==> config.mk <==
export PLATFORM = sky130hd
export DESIGN_NAME = gpio_port_ctrl
export DESIGN_NICKNAME = d
export VERILOG_FILES = /design/src/rtl/gpio_port_pkg.sv /design/src/rtl/gpio_pin_sync.sv /design/src/rtl/gpio_port_regs.sv /design/src/rtl/gpio_pad_ctrl.sv /design/src/rtl/gpio_port_ctrl.sv
export SDC_FILE = /design/constraint.sdc
export NUM_CORES = 1
export LEC_CHECK = 0
export ABC_CLOCK_PERIOD_IN_PS = 2900
export BUFFER_PORTS_ARGS = -buffer_cell sky130_fd_sc_hd__buf_2
export CORE_UTILIZATION = 50
export DETAILED_ROUTE_END_ITERATION = 8
export MAX_ROUTING_LAYER = met4
export PLACE_DENSITY = 0.91
export SYNTH_ARGS = -nofsm -noshare
export SYNTH_HDL_FRONTEND = slang
export SYNTH_SLANG_ARGS = --single-unit
==> constraint.sdc <==
create_clock -name clk -period 2.9 [get_ports clk]
set_input_delay 0.29 -clock clk [delete_from_list [all_inputs] [get_ports clk]]
set_output_delay 0.29 -clock clk [all_outputs]
set_load 0.02 [all_outputs]
==> src/rtl/gpio_port_pkg.sv <==
package gpio_port_pkg;

    localparam int unsigned NPIN = 8;
    localparam int unsigned CW   = 2 * NPIN;
    localparam int unsigned AW   = 2;

    localparam logic [AW-1:0] OFS_CFG  = 2'd0;
    localparam logic [AW-1:0] OFS_DATA = 2'd2;

    // one pin's slice of the configuration word: drive sits at 2n, pu_off at 2n+1
    typedef struct packed {
        logic pu_off;
        logic drive;
    } pin_cfg_t;

    typedef pin_cfg_t [NPIN-1:0] port_cfg_t;

    typedef enum logic [1:0] {
        ACC_NONE,
        ACC_CFG,
        ACC_DATA,
        ACC_VOID
    } acc_t;

    function automatic port_cfg_t cfg_reset();
        port_cfg_t c;
        for (int i = 0; i < NPIN; i++) begin
            c[i].drive  = 1'b0;
            c[i].pu_off = 1'b1;
        end
        return c;
    endfunction

    function automatic acc_t decode(input logic sel, input logic [AW-1:0] a);
        if (!sel)               return ACC_NONE;
        else if (a == OFS_CFG)  return ACC_CFG;
        else if (a == OFS_DATA) return ACC_DATA;
        else                    return ACC_VOID;
    endfunction

endpackage

==> src/rtl/gpio_pin_sync.sv <==
module gpio_pin_sync
    import gpio_port_pkg::*;
(
    input  logic            clk,
    input  logic            rst,
    input  logic            hold,
    input  logic [NPIN-1:0] pin_raw,
    output logic [NPIN-1:0] sample
);
    logic [NPIN-1:0] meta_q;
    logic [NPIN-1:0] samp_q;

    always_ff @(posedge clk) begin
        if (rst) begin
            meta_q <= '0;
            samp_q <= '0;
        end else begin
            meta_q <= pin_raw;
            if (!hold)
                samp_q <= meta_q;
        end
    end

    assign sample = samp_q;


    freeze_on_hold_chk: assert property (@(posedge clk) disable iff (rst)
        hold |=> $stable(samp_q));


    second_stage_chk: assert property (@(posedge clk) disable iff (rst)
        !hold |=> samp_q == $past(meta_q));

endmodule

==> src/rtl/gpio_port_regs.sv <==
module gpio_port_regs
    import gpio_port_pkg::*;
#(
    parameter logic [NPIN-1:0] DATA_INIT = '0
) (
    input  logic            clk,
    input  logic            rst,
    input  logic            sel,
    input  logic            wr,
    input  logic [AW-1:0]   addr,
    input  logic [CW-1:0]   wdata,
    output port_cfg_t       cfg,
    output logic [NPIN-1:0] latch,
    output acc_t            acc
);
    port_cfg_t       cfg_q;
    logic [NPIN-1:0] dat_q = DATA_INIT;
    logic            wr_cfg;
    logic            wr_dat;

    always_comb begin
        acc    = decode(sel, addr);
        wr_cfg = wr && (acc == ACC_CFG);
        wr_dat = wr && (acc == ACC_DATA);
    end

    always_ff @(posedge clk) begin
        if (rst)
            cfg_q <= cfg_reset();
        else if (wr_cfg)
            cfg_q <= port_cfg_t'(wdata);
    end

    // latch has no reset branch: it survives every reset
    always_ff @(posedge clk) begin
        if (wr_dat)
            dat_q <= wdata[NPIN-1:0];
    end

    assign cfg   = cfg_q;
    assign latch = dat_q;


    cfg_after_reset_chk: assert property (@(posedge clk) disable iff (rst)
        $fell(rst) |-> cfg_q == cfg_reset());


    void_write_chk: assert property (@(posedge clk) disable iff (rst)
        (sel && wr && addr != OFS_CFG && addr != OFS_DATA) |=> $stable(cfg_q) && $stable(dat_q));


    latch_load_chk: assert property (@(posedge clk) disable iff (rst)
        (sel && wr && addr == OFS_DATA) |=> dat_q == $past(wdata[NPIN-1:0]));

endmodule

==> src/rtl/gpio_pad_ctrl.sv <==
module gpio_pad_ctrl
    import gpio_port_pkg::*;
(
    input  port_cfg_t       cfg,
    input  logic [NPIN-1:0] latch,
    output logic [NPIN-1:0] oe,
    output logic [NPIN-1:0] dout,
    output logic [NPIN-1:0] pu_en
);
    for (genvar n = 0; n < NPIN; n++) begin : g_pin
        assign oe[n]    = cfg[n].drive;
        assign pu_en[n] = ~cfg[n].pu_off;
        assign dout[n]  = latch[n];
    end
endmodule

==> src/rtl/gpio_port_ctrl.sv <==
module gpio_port_ctrl
    import gpio_port_pkg::*;
#(
    parameter logic [NPIN-1:0] DATA_INIT = '0
) (
    input  logic            clk,
    input  logic            rst,
    input  logic            bus_sel,
    input  logic            bus_wr,
    input  logic [AW-1:0]   bus_addr,
    input  logic [CW-1:0]   bus_wdata,
    output logic [CW-1:0]   bus_rdata,
    input  logic [NPIN-1:0] pin_in,
    input  logic            brq,
    output logic [NPIN-1:0] pad_oe,
    output logic [NPIN-1:0] pad_out,
    output logic [NPIN-1:0] pad_pu_en,
    output logic            rd_stale
);
    port_cfg_t       cfg;
    logic [NPIN-1:0] latch;
    logic [NPIN-1:0] sample;
    acc_t            acc;

    gpio_port_regs #(.DATA_INIT(DATA_INIT)) u_regs (
        .clk   (clk),
        .rst   (rst),
        .sel   (bus_sel),
        .wr    (bus_wr),
        .addr  (bus_addr),
        .wdata (bus_wdata),
        .cfg   (cfg),
        .latch (latch),
        .acc   (acc)
    );

    gpio_pin_sync u_sync (
        .clk     (clk),
        .rst     (rst),
        .hold    (brq),
        .pin_raw (pin_in),
        .sample  (sample)
    );

    gpio_pad_ctrl u_pad (
        .cfg   (cfg),
        .latch (latch),
        .oe    (pad_oe),
        .dout  (pad_out),
        .pu_en (pad_pu_en)
    );

    always_comb begin
        bus_rdata = '0;
        if (!bus_wr) begin
            case (acc)
                ACC_CFG:  bus_rdata = CW'(cfg);
                ACC_DATA: bus_rdata = CW'(sample);
                default:  bus_rdata = '0;
            endcase
        end
        rd_stale = brq && !bus_wr && (acc == ACC_DATA);
    end


    stale_needs_brq_chk: assert property (@(posedge clk) disable iff (rst)
        rd_stale |-> brq);


    latch_through_reset_chk: assert property (@(posedge clk)
        (rst && !(bus_sel && bus_wr && bus_addr == OFS_DATA)) |=> $stable(pad_out));

endmodule

Yosys cells after proc, flatten, opt, wreduce, memory -nomap -nowiden
Cells that the tools add are included.

Input bits: 31. Output and inout port bits: 41. Register bits after elaboration: 40.

Equal/unequal tests: 3. Reduce and logical (&&, ||, !) cells: 6. Mux-type cells: 5. Bitwise operators: 8.

Operators by type and width (count): $pmux 16 s2 (1); $mux 16 (1); $not 1->1 (8); $eq 2x2->1 const B (2); $logic_and 1x1->1 (4); $mux 2 (2); $eq 2x1->1 const B (1); $logic_not 2->1 (1); $logic_not 1->1 (1); $mux 1 (1).

Longest topological paths before layout
Word-level depth: 7. Depth in mapped cells: 5. Mapped depth without buffers: 2.

By module
Synthesis repeated with hierarchy kept, for this count alone.

Cell total of the unflattened synthesis: 183. Area, all modules: 1864.3 um^2.

Modules (own cells, without submodules): gpio_port_regs (instances 1, cells an instance 82, area each 980.9 um^2); gpio_pin_sync (instances 1, cells an instance 42, area each 499.2 um^2); gpio_port_ctrl (instances 1, cells an instance 35, area each 234.0 um^2); gpio_pad_ctrl (instances 1, cells an instance 24, area each 150.1 um^2).

Least setup slack after synthesis
OpenSTA, ideal clock, no wires.

Path kind: input to output. Start point: input port bus_addr[0]. End point: output port bus_rdata[0]. Stages on the path: 3. Buffers on the path: 1. Arrival: 1.193 ns. Path slack: 1.417 ns. Path through: or3b_1 -> buf_2 -> nor2_1.

Longest elaborated chain between the ends: 7. Elaborated cells between the ends (all ways): 9.

Ends and longest elaborated chain: from (decl) (line gpio_port_ctrl.sv:10) `input logic [AW-1:0] bus_addr,`; $eq 2x2->1 (line gpio_port_pkg.sv:37) `else if (a == OFS_DATA) return ACC_DATA;`; $mux 1 (line gpio_port_pkg.sv:37); $mux 2 * (line gpio_port_pkg.sv:36) `else if (a == OFS_CFG) return ACC_CFG;`; $mux 2 * (line gpio_port_pkg.sv:35) `if (!sel) return ACC_NONE;`; $eq 2x2->1 or $eq 2x1->1 (tied branches) (line gpio_port_ctrl.sv:56) `case (acc)`; $pmux 16 s2 * (line gpio_port_ctrl.sv:56); $mux 16 * (line gpio_port_ctrl.sv:55) `if (!bus_wr) begin`; to (decl) (line gpio_port_ctrl.sv:12) `output logic [CW-1:0] bus_rdata,`.

Every way passes the cells marked *; elsewhere a longest branch is shown, timed or not.

Worst setup path after layout
Start point: input port bus_addr[0]. End point: output port bus_rdata[9].

Same word-level chain as after synthesis.

==> impl_results.md <==
- H-tree depth: 2
- Global-route wire length before repair: 4980 um
- Hpwl dp: 2310 um
- Peak Freq: 568 MHz
- Critical path arrival: 1.47 ns
- Placed cell count: 268
- Hold Path Class: primary input to register
- Commonest non-fill, non-tap cell in the layout: buf_2
- Synth Register Bits: 40
- Syn. warnings: 0
- Via count: 1282
- Synth area leaders: dfxtp_1 37%, mux2i_1 18%, edfxtp_1 14%
- Mean Syn Cell Area: 10.4 um2
- Fillers: 296
- Skew final: 0.00756 ns
- Static Leak: 1.06 nW
- Fin cells: 276
- Distinct cell type count of the synthesized netlist: 20
- Mapped cell area: 1750 um2
- Peak VDD IR: 406 uV
- R2r worst-path depth: 2
- Post_cts resized: 0
- PwrDens: 506 nW/um2
- Startpoint types: primary input
- WL final: 3350 um
- DR pass1 iterations: 4
- Req. time, crit path: 2.61 ns
- Seq/Total Area, Yosys: 0.504
- Drt via density: 4.64
- Number of setup buffers added after CTS: 0
- 1st-iter DRT viols: 30
- CP Max Fanout: 13
- Clock root buffer: clkbuf_4
- Num CTS Buffers: 5
- Clk Latency, worst-skew pair: 0.34 ns
- RSZ-0062 raised after global routing: false
- Port bufs: 71
- CTS tree: built
- Number of antenna violations at the first check in global routing: 0
- Core area: 3340 um2
- Status: completed
- Post-layout min period: 1.76 ns
- Grt total ovfl: 0
- RePlAce Congestion: 0.777
- Reg clk slew, reported paths: 0.12 ns
- Critical path class: primary input to primary output
- Slew @ Worst Pin: 0.753 ns
- Yosys top cell area share: 0.366
- Max Slew Vio Count: 0
- Layout cells sized above 1: 0.357
- Chip Height: 61.1 um
- Post-CTS Hold Fix Bufs: 0
- Initial Utilization: 0.524
- I/O Pins: 72
- Die width: 61.1 um
- Dominant cell type by area after synthesis: dfxtp_1
- Wirelength per Cell: 12.1 um
- Fin nets: 260
- Vias in the first global route: 1116
- Worst hold path depth: 1
- Hold Slack: 0.127 ns
- Post-Syn Nets: 200
- Syn Inst Count: 169
- Area Overhead vs Synth: 20.7%
- DRT antenna net count: 0
- Largest net degree at the start of global routing: 49
- CP endpoint kind: primary output
- Worst slew margin: 0.498
- Max-Cap Viols: 0
- Final design utilization: 0.633
- Power Total: 1.07 mW
- Most frequent cells in the layout: 71 x buf_2, 33 x nor2_1, 32 x mux2i_1, 32 x dfxtp_1, 16 x nand2b_1
- Clock Sinks: 40
- Final Hold Fails: 0
- Period utilization: 0.607
- Setup_tns: 0 ns
- Site Rows: 21
- Longest Clk Path Bufs: 2
- DRC viols: 0
- Die area: 3740 um2
- # setup viols final: 0
- Antenna Cells: 0
- GRT Total Usage: 0.197
## worst max-delay path: stages
cell and delay (ns):
buf_2 0.13, or3b_1 0.62, nor3_1 0.23, buf_2 0.20
## layer usage
layer	vias up	global-route usage	part of all wire
met1	570	0.219	0.44
met3	4	0.0462	0.066
met2	51	0.326	0.49
met4	0	0.104	0.0081
li1	657	-	-
met5	-	-	0
## cell usage after synthesis
cell type   n
dfxtp_1    32
buf_6       2
mux2i_1    32
inv_1       8
and2_1      4
and4b_1     1
buf_2       4
or3b_1      1
nand2b_1   16
nor4b_1     1
buf_12      1
nor3_2      1
nor4bb_4    1
nor3_1      3
clkbuf_1    4
nand2_1     1
buf_4       8
edfxtp_1    8
nor2b_1     8
nor2_1     33
## flip-flops by register name, summed over array words and instances (netlist names)
signal / cells
u_regs.latch: 8
u_sync.meta_q: 8
u_regs.cfg: 16
u_sync.sample: 8
## power breakdown
group	internal (mW)	switching, mW
clock	0.180	0.182
combinational	0.0496	0.0625
sequential	0.586	0.00790
## logic make-up (layout without fill, tap and decap cells)
| kind of cell | count (synthesis) | count (layout) | synth area share |
|---|---|---|---|
| flops | 40 | 40 | 0.504 |
| simple gates | 70 | 70 | 0.217 |
| mux | 32 | 32 | 0.183 |
| buf+inv | 27 | 88 | 0.0959 |
## path summary, 6_finish.rpt
path | start | slack (ns) | end
setup / recovery | bus_addr[0] | 1.14 | bus_rdata[9]
hold / removal | bus_wdata[6] | 0.13 | u_regs.latch[6]$_DFFE_PP_
setup reg to reg | u_regs.cfg[2]$_SDFFE_PP0P_ | 2.22 | u_regs.cfg[2]$_SDFFE_PP0P_
hold reg to reg | u_sync.meta_q[4]$_SDFF_PP0_ | 0.47 | u_sync.sample[4]$_SDFFE_PP0N_
## through the flow
step / setup WS (ns) / cell area, um2
after CTS: 1.14 / 2110
after global placement: 1.17 / 2030
after floorplan: 1.42 / 1750
after global routing: 1.05 / 2110
after detailed placement: 1.14 / 2030
final: 1.14 / 2110
## cell type report
type / count / area [um2] / share of cell area
Clock buffer: 5 / 37.5 / 0.0178
Clock inverter: 3 / 42.5 / 0.0201
Inverter: 8 / 30.0 / 0.0142
Multi-Input combinational cell: 102 / 701 / 0.332
Sequential cell: 40 / 881 / 0.417
Tap cell: 46 / 57.6 / 0.0273
Timing Repair Buffer: 72 / 363 / 0.172
Power figures use the tool's default switching activity.
